$ cat src/rtl/cmd_mailbox_pkg.sv
package cmd_mailbox_pkg;

  localparam int unsigned WORD_W = 32;

  // control word field positions
  localparam int unsigned SIZE_W     = 16;
  localparam int unsigned INPROC_BIT = 16;
  localparam int unsigned RDY_BIT    = 17;
  localparam int unsigned ERR_LSB    = 18;
  localparam int unsigned ERR_W      = 10;

  // word addresses of the register regions
  localparam int unsigned ADR_OPC  = 0;
  localparam int unsigned ADR_CTL  = 1;
  localparam int unsigned ADR_RSV  = 2;
  localparam int unsigned ADR_WIN  = 3;

  // the one opcode that returns data
  localparam logic [15:0] OPC_QSTATE = 16'd2;

  typedef enum logic [2:0] {
    ST_IDLE,
    ST_ISSUE,
    ST_FILL,
    ST_SHOW,
    ST_DRAIN,
    ST_LEGACY
  } mbx_state_e;

endpackage

$ cat src/rtl/cmd_mailbox_window.sv
module cmd_mailbox_window #(
  parameter int unsigned DEPTH = 16,
  parameter int unsigned IDX_W = $clog2(DEPTH)
) (
  input  logic             clk,
  input  logic             rst_n,
  input  logic             wr_en,
  input  logic [IDX_W-1:0] wr_idx,
  input  logic [31:0]      wr_data,
  input  logic [IDX_W-1:0] rd_idx,
  output logic [31:0]      rd_data
);

  logic [31:0] slot [DEPTH];

  for (genvar g = 0; g < DEPTH; g++) begin : g_slot
    always_ff @(posedge clk or negedge rst_n) begin
      if (!rst_n) begin
        slot[g] <= '0;
      end else if (wr_en && (wr_idx == IDX_W'(g))) begin
        slot[g] <= wr_data;
      end
    end
  end

  assign rd_data = slot[rd_idx];

endmodule

$ cat src/rtl/cmd_mailbox_decode.sv
module cmd_mailbox_decode
  import cmd_mailbox_pkg::*;
#(
  parameter int unsigned DEPTH  = 16,
  parameter int unsigned ADDR_W = 5,
  parameter int unsigned IDX_W  = $clog2(DEPTH)
) (
  input  logic              reg_wr_en,
  input  logic [ADDR_W-1:0] reg_addr,
  input  logic [31:0]       opc_word,
  input  logic [31:0]       ctl_word,
  input  logic [31:0]       win_word,
  output logic              op_wr,
  output logic              ctl_wr,
  output logic [IDX_W-1:0]  win_idx,
  output logic [31:0]       reg_rdata
);

  logic [ADDR_W-1:0] win_off;
  logic              in_win;

  assign win_off = reg_addr - ADDR_W'(ADR_WIN);
  assign in_win  = (reg_addr >= ADDR_W'(ADR_WIN)) && (win_off < ADDR_W'(DEPTH));
  assign win_idx = win_off[IDX_W-1:0];

  assign op_wr  = reg_wr_en && (reg_addr == ADDR_W'(ADR_OPC));
  assign ctl_wr = reg_wr_en && (reg_addr == ADDR_W'(ADR_CTL));

  always_comb begin
    if (reg_addr == ADDR_W'(ADR_OPC)) begin
      reg_rdata = opc_word;
    end else if (reg_addr == ADDR_W'(ADR_CTL)) begin
      reg_rdata = ctl_word;
    end else if (in_win) begin
      reg_rdata = win_word;
    end else begin
      reg_rdata = '0;
    end
  end

endmodule

$ cat src/rtl/cmd_mailbox_seq.sv
module cmd_mailbox_seq
  import cmd_mailbox_pkg::*;
#(
  parameter int unsigned DEPTH = 16,
  parameter int unsigned IDX_W = $clog2(DEPTH)
) (
  input  logic             clk,
  input  logic             rst_n,
  input  logic             legacy_mode,
  input  logic             op_wr,
  input  logic             ctl_wr,
  input  logic [31:0]      wdata,
  output logic [31:0]      op_q,
  output logic [15:0]      ctl_size,
  output logic             ctl_inproc,
  output logic             ctl_rdy,
  output logic [ERR_W-1:0] ctl_err,
  output logic             cmd_valid,
  input  logic             cmd_ready,
  output logic [15:0]      cmd_opcode,
  output logic [15:0]      cmd_qidx,
  output logic [15:0]      cmd_words,
  input  logic             res_valid,
  output logic             res_ready,
  input  logic             res_last,
  input  logic [ERR_W-1:0] res_err,
  output logic             win_we,
  output logic [IDX_W-1:0] win_idx
);

  localparam int unsigned CNT_W = $clog2(DEPTH + 1);

  mbx_state_e       st_q;
  logic [15:0]      rem_q;
  logic [CNT_W-1:0] cnt_q;
  logic [CNT_W-1:0] cnt_nxt;
  logic             seen_last_q;
  logic             final_q;
  logic             nodata_q;
  logic             abort_q;
  logic             start;
  logic             accept;
  logic             close_dat;
  logic             fin_dat;

  assign start = op_wr && (wdata != '0) && (st_q == ST_IDLE) && (op_q == '0)
              && !(ctl_inproc && (ctl_err == '0));

  always_comb begin
    case (st_q)
      ST_FILL:   res_ready = !abort_q && (nodata_q || (rem_q != '0));
      ST_DRAIN:  res_ready = !seen_last_q;
      ST_LEGACY: res_ready = 1'b1;
      default:   res_ready = 1'b0;
    endcase
  end

  assign accept    = res_valid && res_ready;
  assign cnt_nxt   = cnt_q + 1'b1;
  assign fin_dat   = res_last || (rem_q == 16'd1);
  assign close_dat = fin_dat || (cnt_nxt == CNT_W'(DEPTH));
  assign cmd_valid = (st_q == ST_ISSUE);
  assign win_we    = (st_q == ST_FILL) && accept && !nodata_q && (res_err == '0);
  assign win_idx   = cnt_q[IDX_W-1:0];

  always_ff @(posedge clk or negedge rst_n) begin
    if (!rst_n) begin
      st_q        <= ST_IDLE;
      op_q        <= '0;
      ctl_size    <= '0;
      ctl_inproc  <= 1'b0;
      ctl_rdy     <= 1'b0;
      ctl_err     <= '0;
      cmd_opcode  <= '0;
      cmd_qidx    <= '0;
      cmd_words   <= '0;
      rem_q       <= '0;
      cnt_q       <= '0;
      seen_last_q <= 1'b0;
      final_q     <= 1'b0;
      nodata_q    <= 1'b0;
      abort_q     <= 1'b0;
    end else begin
      case (st_q)
        ST_IDLE: begin
          if (ctl_wr) begin
            ctl_size   <= wdata[SIZE_W-1:0];
            ctl_inproc <= 1'b0;
            ctl_rdy    <= 1'b0;
            ctl_err    <= '0;
          end
          if (start) begin
            op_q        <= wdata;
            cmd_opcode  <= wdata[15:0];
            cmd_qidx    <= wdata[31:16];
            cmd_words   <= ctl_size;
            rem_q       <= ctl_size;
            nodata_q    <= (wdata[15:0] != OPC_QSTATE);
            cnt_q       <= '0;
            seen_last_q <= 1'b0;
            final_q     <= 1'b0;
            abort_q     <= 1'b0;
            st_q        <= ST_ISSUE;
            if (!legacy_mode) begin
              ctl_inproc <= 1'b1;
              ctl_rdy    <= 1'b0;
              ctl_err    <= '0;
            end
          end
        end
        ST_ISSUE: begin
          if (cmd_ready) begin
            if (abort_q)          st_q <= ST_DRAIN;
            else if (!ctl_inproc) st_q <= ST_LEGACY;
            else                  st_q <= ST_FILL;
          end
        end
        ST_FILL: begin
          if (abort_q) begin
            st_q <= seen_last_q ? ST_IDLE : ST_DRAIN;
          end else if (!nodata_q && (rem_q == '0)) begin
            ctl_size   <= 16'(cnt_q);
            ctl_rdy    <= 1'b1;
            ctl_inproc <= 1'b0;
            final_q    <= 1'b1;
            st_q       <= ST_SHOW;
          end else if (accept) begin
            if (res_last) seen_last_q <= 1'b1;
            if (nodata_q || (res_err != '0)) begin
              ctl_size   <= '0;
              ctl_err    <= res_err;
              ctl_rdy    <= 1'b1;
              ctl_inproc <= 1'b0;
              final_q    <= 1'b1;
              st_q       <= ST_SHOW;
            end else begin
              cnt_q <= cnt_nxt;
              rem_q <= rem_q - 16'd1;
              if (close_dat) begin
                ctl_size   <= 16'(cnt_nxt);
                ctl_rdy    <= 1'b1;
                ctl_inproc <= !fin_dat;
                final_q    <= fin_dat;
                st_q       <= ST_SHOW;
              end
            end
          end
        end
        ST_SHOW: begin
          if (abort_q) begin
            st_q <= seen_last_q ? ST_IDLE : ST_DRAIN;
          end else if (ctl_wr && !wdata[RDY_BIT]) begin
            ctl_rdy <= 1'b0;
            if (final_q) begin
              if (seen_last_q) begin
                op_q <= '0;
                st_q <= ST_IDLE;
              end else begin
                st_q <= ST_DRAIN;
              end
            end else begin
              cnt_q <= '0;
              st_q  <= ST_FILL;
            end
          end
        end
        ST_DRAIN: begin
          if (seen_last_q || (accept && res_last)) begin
            op_q <= '0;
            st_q <= ST_IDLE;
          end
        end
        ST_LEGACY: begin
          if (accept && res_last) begin
            op_q <= '0;
            st_q <= ST_IDLE;
          end
        end
        default: st_q <= ST_IDLE;
      endcase

      // host clear of the opcode word wins over the sequencer
      if (op_wr && (wdata == '0)) begin
        op_q       <= '0;
        ctl_rdy    <= 1'b0;
        ctl_inproc <= 1'b0;
        ctl_err    <= '0;
        if (st_q != ST_IDLE) abort_q <= 1'b1;
      end
    end
  end

endmodule

$ cat src/rtl/cmd_mailbox.sv
module cmd_mailbox
  import cmd_mailbox_pkg::*;
#(
  parameter int unsigned DEPTH  = 16,
  parameter int unsigned ADDR_W = 5
) (
  input  logic              clk,
  input  logic              rst_n,
  input  logic              legacy_mode,
  input  logic              reg_wr_en,
  input  logic [ADDR_W-1:0] reg_addr,
  input  logic [31:0]       reg_wdata,
  output logic [31:0]       reg_rdata,
  output logic              cmd_valid,
  input  logic              cmd_ready,
  output logic [15:0]       cmd_opcode,
  output logic [15:0]       cmd_qidx,
  output logic [15:0]       cmd_words,
  input  logic              res_valid,
  output logic              res_ready,
  input  logic [31:0]       res_data,
  input  logic              res_last,
  input  logic [9:0]        res_err
);

  localparam int unsigned IDX_W = $clog2(DEPTH);

  logic             op_wr;
  logic             ctl_wr;
  logic [31:0]      op_q;
  logic [15:0]      ctl_size;
  logic             ctl_inproc;
  logic             ctl_rdy;
  logic [ERR_W-1:0] ctl_err;
  logic [31:0]      ctl_word;
  logic             win_we;
  logic [IDX_W-1:0] win_wr_idx;
  logic [IDX_W-1:0] win_rd_idx;
  logic [31:0]      win_word;

  assign ctl_word = {4'b0000, ctl_err, ctl_rdy, ctl_inproc, ctl_size};

  cmd_mailbox_decode #(.DEPTH(DEPTH), .ADDR_W(ADDR_W), .IDX_W(IDX_W)) u_decode (
    .reg_wr_en (reg_wr_en),
    .reg_addr  (reg_addr),
    .opc_word  (op_q),
    .ctl_word  (ctl_word),
    .win_word  (win_word),
    .op_wr     (op_wr),
    .ctl_wr    (ctl_wr),
    .win_idx   (win_rd_idx),
    .reg_rdata (reg_rdata)
  );

  cmd_mailbox_seq #(.DEPTH(DEPTH), .IDX_W(IDX_W)) u_seq (
    .clk         (clk),
    .rst_n       (rst_n),
    .legacy_mode (legacy_mode),
    .op_wr       (op_wr),
    .ctl_wr      (ctl_wr),
    .wdata       (reg_wdata),
    .op_q        (op_q),
    .ctl_size    (ctl_size),
    .ctl_inproc  (ctl_inproc),
    .ctl_rdy     (ctl_rdy),
    .ctl_err     (ctl_err),
    .cmd_valid   (cmd_valid),
    .cmd_ready   (cmd_ready),
    .cmd_opcode  (cmd_opcode),
    .cmd_qidx    (cmd_qidx),
    .cmd_words   (cmd_words),
    .res_valid   (res_valid),
    .res_ready   (res_ready),
    .res_last    (res_last),
    .res_err     (res_err),
    .win_we      (win_we),
    .win_idx     (win_wr_idx)
  );

  cmd_mailbox_window #(.DEPTH(DEPTH), .IDX_W(IDX_W)) u_window (
    .clk     (clk),
    .rst_n   (rst_n),
    .wr_en   (win_we),
    .wr_idx  (win_wr_idx),
    .wr_data (res_data),
    .rd_idx  (win_rd_idx),
    .rd_data (win_word)
  );

endmodule

$ cat config.mk
export PLATFORM = sky130hd
export DESIGN_NAME = cmd_mailbox
export DESIGN_NICKNAME = d
export VERILOG_FILES = /design/src/rtl/cmd_mailbox_pkg.sv /design/src/rtl/cmd_mailbox_window.sv /design/src/rtl/cmd_mailbox_decode.sv /design/src/rtl/cmd_mailbox_seq.sv /design/src/rtl/cmd_mailbox.sv
export SDC_FILE = /design/constraint.sdc
export NUM_CORES = 1
export LEC_CHECK = 0
export BUFFER_PORTS_ARGS = -buffer_cell sky130_fd_sc_hd__buf_2
export CAP_MARGIN = 20
export CORE_ASPECT_RATIO = 1.5
export CORE_MARGIN = 8
export CORE_UTILIZATION = 50
export DETAILED_ROUTE_END_ITERATION = 10
export GPL_TIMING_DRIVEN = 0
export PLACE_DENSITY = 0.67
export SYNTH_ARGS = -nofsm -noshare
export SYNTH_HDL_FRONTEND = slang
export SYNTH_SLANG_ARGS = --single-unit
export TNS_END_PERCENT = 1
$ cat constraint.sdc
create_clock -name clk -period 11.95 [get_ports clk]
set_input_delay 1.7925 -clock clk [delete_from_list [all_inputs] [get_ports clk]]
set_output_delay 1.7925 -clock clk [all_outputs]
set_load 0.05 [all_outputs]
[Word-level counts from Yosys, hierarchy flattened]
Cells that the tools add are included.
Cells by class
  bitwise logic cells: 1
  muxes and demuxes: 101
  reductions and logical operators: 72
  add/sub/neg operators: 3
  $lt $le $gt $ge: 3
  equal/unequal tests: 55
Operator list (count)
  32-bit two-way mux: 13
  16-bit two-way mux: 11
  32-bit binary-select mux with 4-bit select: 1
  32-bit case mux with 4 select lines: 1
  10-bit two-way mux: 8
  32-bit logical NOT: 2
  16-bit case mux with 2 select lines: 2
  3-bit two-way mux: 15
  5-bit two-way mux: 8
  1-bit two-way mux: 34
  1-bit logical AND: 33
  4-bit == test, second input constant: 8
  32-bit nonzero test: 1
  10-bit logical NOT: 2
  10-bit case mux with 2 select lines: 1
  3-bit by 1-bit != test with 1-bit output, second input constant: 6
  3-bit case mux with 6 select lines: 1
  6-bit AND reduction: 3
  16-bit by 1-bit == test with 1-bit output, second input constant: 1
  4-bit by 3-bit == test with 1-bit output, second input constant: 4
  16-bit logical NOT: 1
  16-bit by 2-bit != test with 1-bit output, second input constant: 1
  16-bit nonzero test: 1
  16-bit by 1-bit subtractor with 16-bit output, second input constant: 1
  other kinds (40): 76
Storage, ports and cells
  output and inout bits: 82
  word-level logic and storage cells: 266
  input port bits: 86
  flip-flop bits (word level): 648

[Longest topological paths before layout]
  depth after elaboration: 10
  depth in mapped cells: 15

[By module]
From an unflattened synthesis, not the netlist that was laid out.
Second synthesis, totals
  cells, all modules: 2154
  area total of the unflattened synthesis: 30022.5 µm²
By module, submodules not included
  cmd_mailbox_window: cells an instance 1405, times used 1, area an instance 22770.6 µm², seq. area each 12812.3 µm²
  cmd_mailbox_seq: cells an instance 658, times used 1, area an instance 6518.8 µm², seq. area each 3403.3 µm²
  cmd_mailbox_decode: cells an instance 90, times used 1, area an instance 729.4 µm², seq. area each 0.0 µm²
  cmd_mailbox: cells an instance 1, times used 1, area an instance 3.8 µm², seq. area each 0.0 µm²

[Worst setup path after synthesis]
OpenSTA, ideal clock, no wires.
  kind: in2out
  from: in reg_addr[0]
  to: out reg_rdata[25]
  arrival time: 5803 ps
  slack: 4354 ps
  cell stages on the path: 14
  path through: clkbuf_1 -> buf_2 -> buf_2 -> buf_2 -> inv_1 -> ha_1 -> clkbuf_1 -> buf_1 -> clkbuf_1 -> mux4_2 -> mux2i_1 -> a211oi_1 -> a21oi_1 -> o21ai_0
On the way
  cells in the longest elaborated chain, start to end: 8
Ends and longest elaborated chain
  from (decl): line cmd_mailbox.sv:11  | input logic [ADDR_W-1:0] reg_addr,
  5-bit by 2-bit subtractor with 5-bit output: line cmd_mailbox_decode.sv:22  | assign win_off = reg_addr - ADDR_W'(ADR_WIN);
  4-bit NOT with 5-bit output (not written as such): line cmd_mailbox_window.sv:26  | assign rd_data = slot[rd_idx];
  32-bit binary-select mux with 4-bit select: line cmd_mailbox_window.sv:26
  32-bit two-way mux (not written as such) (2 in series): line cmd_mailbox_window.sv:26
  32-bit two-way mux: line cmd_mailbox_decode.sv:34  | end else if (in_win) begin
  32-bit two-way mux: line cmd_mailbox_decode.sv:32  | end else if (reg_addr == ADDR_W'(ADR_CTL)) begin
  32-bit two-way mux *: line cmd_mailbox_decode.sv:30  | if (reg_addr == ADDR_W'(ADR_OPC)) begin
  to (decl): line cmd_mailbox.sv:13  | output logic [31:0] reg_rdata,
Mark *: on every way between the ends. The rest lies on a longest branch, timed or not. The select of a mux whose other input is x is not followed.

[Worst setup path in the final report]
  from: in reg_addr[0]
  to: out reg_rdata[18]
Same word-level chain as after synthesis.

==> flow_metrics.env <==
export IMPL_syn2layout_area_growth_pct=13.0
export IMPL_async_reset_ff_share_pct=100
export IMPL_viasPerCell=6.07
export IMPL_die_w_um=218
export IMPL_die_height_um=318
export IMPL_n_fill_cell=4905
export IMPL_drive_gt1_share_pct=38.2
export IMPL_setup_viol=0
export IMPL_wirelength_um=89500
export IMPL_grt_max_degree=133
export IMPL_portBuffers=166
export IMPL_synthMuxAreaShare_pct=30.1
export IMPL_synthCells=2273
export IMPL_num_io_pins=168
export IMPL_relSlewSlack_pct=24.2
export IMPL_outcome="finished, final reports clean"
export IMPL_synth_distinct_cells=62
export IMPL_synth_top_family_by_area="multiplexers"
export IMPL_avgSynthCellArea_um2=13.4
export IMPL_arrival_ns=8.17
export IMPL_grt_pass1_wl_um=138000
export IMPL_drc=0
export IMPL_cts_tree="built"
export IMPL_clock_path_buffers=3
export IMPL_ctsResizeCount=0
export IMPL_ctsHoldBuffers=0
export IMPL_vias=20315
export IMPL_globalplace_congestion=0.928
export IMPL_die_area_um2=69300
export IMPL_cts_reportedPaths_clkPinSlew_ns=0.06
export IMPL_ys_flop_type="dfrtp_1"
export IMPL_hp_class="flop to flop"
export IMPL_gr_total_overflow=0
export IMPL_total_power_w=0.00561
export IMPL_cts_root_buf="clkbuf_16"
export IMPL_register_area_um2=16200
export IMPL_cts_buffers=58
export IMPL_clock_skew_ns=0.0125
export IMPL_syn_cell_area_um2=30500
export IMPL_synth_seq_cells=648
export IMPL_finalCritPeriodShare_pct=83.4
export IMPL_fp_row_count=111
export IMPL_track_usage_pct=25.9
export IMPL_cts_sinks=648
export IMPL_synth_compound_area_share_pct=6.41
export IMPL_h_tree_depth=2
export IMPL_leakage_nw=16.8
export IMPL_start_kind="input pin"
export IMPL_worstSkewPairLatency_ns=0.63
export IMPL_fin_cells=3347
export IMPL_initial_utilization_pct=50.2
export IMPL_critical_path_max_fanout=10
export IMPL_worst_slew_pin_slew_ns=1.13
export IMPL_slew_viol_final=0
export IMPL_max_freq_mhz=100
export IMPL_multi_input_area_um2=13200
export IMPL_synth_edf_count=0
export IMPL_wl_per_cell_um=26.8
export IMPL_critPathKind="input pin to output port"
export IMPL_nets=2604
export IMPL_ir_drop_v=0.000112
export IMPL_p_per_area_nw_per_um2=163
export IMPL_drtIter0Drc=1431
export IMPL_core_area_um2=60700
export IMPL_seq_area_frac_synth_pct=53.2
export IMPL_ant_nets=0
export IMPL_cp_end_kind="output port"
export IMPL_yosys_area_share_simple_pct=6.36
export IMPL_hpwl_um=64100
export IMPL_r2r_worst_path_cells=8
export IMPL_tns_ns=0
export IMPL_crit_required_ns=10.16
export IMPL_antenna_found_initial=6
export IMPL_synthesis_nets=2370
export IMPL_first_pass_iters=5
export IMPL_synth_xor_area_share_pct=0.0574
export IMPL_final_hold_viol_count=0
export IMPL_grt_pass1_vias=22285
export IMPL_post_cts_buffers=0
export IMPL_drv_cap=0
export IMPL_rsz0062_at_grt="false"
export IMPL_numPlacedInstances=3237
export IMPL_hold_path_depth=2
export IMPL_min_period_ns=9.96
export IMPL_synth_warnings=0
export IMPL_synth_fa_ha_area_share_pct=0.451
cell usage in the layout, fill, tap and decap left out, types with 7 or more instances in the layout:
master     Yosys  layout
mux2_2       486     486
and3_1        18      18
nor2b_1       36      36
clkbuf_16      0      58
mux2_1        30      30
mux4_2       128     128
dfrtp_1      648     648
o2bb2ai_1     14      14
a21oi_1       61      61
nand2_1      207     207
o21ai_0       64      64
inv_1         36      36
a31oi_1        9       9
clkinv_2       0      10
ha_1          11      11
nor3_1        16      16
clkbuf_1     109     119
or3_1          7       7
nand4_1        8       8
mux2i_1       48      48
nor2_1        30      30
clkbuf_8       0      22
nor4_1        31      31
a211oi_1      61      61
buf_2         39     205
nand3_1       23      23
buf_4         39      39
a22o_1        37      37
metal layers:
metal | vias up | wire length [um] | part of all wire [%] | GRT usage (%)
met3 | 212 | 4640 | 5.2 | 4.23
li1 | 8803 | - | - | -
met2 | 631 | 46300 | 52 | 45.5
met4 | 4 | 3920 | 4.4 | 10.7
met1 | 10665 | 34700 | 39 | 31.3
met5 | - | 26 | 0.029 | 0
state kept, by name, indices dropped and copies added (netlist names):
register,count
u_window.slot,512
u_seq.op_q,32
u_seq.cmd_opcode,16
u_seq.cmd_qidx,16
u_seq.cmd_words,16
u_seq.ctl_size,16
u_seq.rem_q,16
u_seq.ctl_err,10
u_seq.cnt_q,5
u_seq.st_q,3
u_seq.abort_q,1
u_seq.ctl_inproc,1
u_seq.ctl_rdy,1
u_seq.final_q,1
u_seq.nodata_q,1
u_seq.seen_last_q,1
cells in the mapped netlist (37+ instances only):
| master | n | area, um^2 |
|---|---|---|
| clkbuf_1 | 109 | 409 |
| a211oi_1 | 61 | 458 |
| o21ai_0 | 64 | 320 |
| a21oi_1 | 61 | 305 |
| mux4_2 | 128 | 2880 |
| mux2_2 | 486 | 5470 |
| buf_4 | 39 | 293 |
| mux2i_1 | 48 | 480 |
| buf_2 | 39 | 195 |
| dfrtp_1 | 648 | 16200 |
| a22o_1 | 37 | 324 |
| nand2_1 | 207 | 777 |
final timing paths:
check	from	endpoint	slack (ns)
worst max-delay path	reg_addr[0]	reg_rdata[18]	1.99
worst min-delay path	u_seq.cmd_qidx[5]	u_seq.cmd_qidx[5]	0.47
worst max register to register	u_seq.rem_q[8]	u_window.slot[388]	8.41
worst min register to register	u_seq.cmd_qidx[5]	u_seq.cmd_qidx[5]	0.47
max in group asynchronous	rst_n	u_window.slot[18]	8.72
min in group asynchronous	rst_n	u_seq.cmd_qidx[9]	1.11
kinds of logic (layout without fill, tap and decap cells):
group | count (synthesis) | count (layout)
muxes | 692 | 692
and+or+nand+nor | 403 | 403
buffers and inverters | 229 | 509
other | 0 | 3
AOI/OAI and AO/OA | 288 | 288
adders and majority gates | 11 | 11
DFF | 648 | 648
xor gates and xnor gates | 2 | 2
critical path, stage by stage:
cell and delay (ns):
buf_2 0.14, clkbuf_1 0.23, buf_2 0.38, buf_2 0.47, buf_2 0.47, inv_1 0.09
ha_1 0.31, clkbuf_1 0.58, buf_1 0.66, clkbuf_1 0.70, mux4_2 0.36, mux2i_1 0.07
a211oi_1 0.92, a21oi_1 0.20, o21ai_0 0.39, buf_2 0.34
layout make-up:
| class | instances | area share (%) |
|---|---|---|
| Clock inverter | 16 | 0.501 |
| Clock buffer | 90 | 5.20 |
| Multi-Input combinational cell | 1396 | 38.4 |
| Buffer | 193 | 2.67 |
| Timing Repair Buffer | 174 | 2.91 |
| Sequential cell | 648 | 47.1 |
| Inverter | 36 | 0.392 |
| Tap cell | 791 | 2.87 |
| Antenna cell | 3 | 0.0218 |
through the flow:
stage                     hold slack (ns)  cell area [um^2]  util [%]  setup WS (ns)
after detailed placement            0.450             32500      53.5           1.91
after global routing                0.490             34500      56.8           1.79
after floorplan                     0.453             30500         -           4.35
after global placement              0.450             32300      53.2          -3.76
after CTS                           0.474             34400      56.8           1.89
final                               0.469             34500      56.8           1.99
where the power goes:
group	internal [W]	total [W]	switching, W
Sequential	0.00235	0.00250	0.000154
Clock	0.00109	0.00194	0.000847
Combinational	0.000336	0.00117	0.000835
Note: power is estimated with default switching activity, not from simulation.
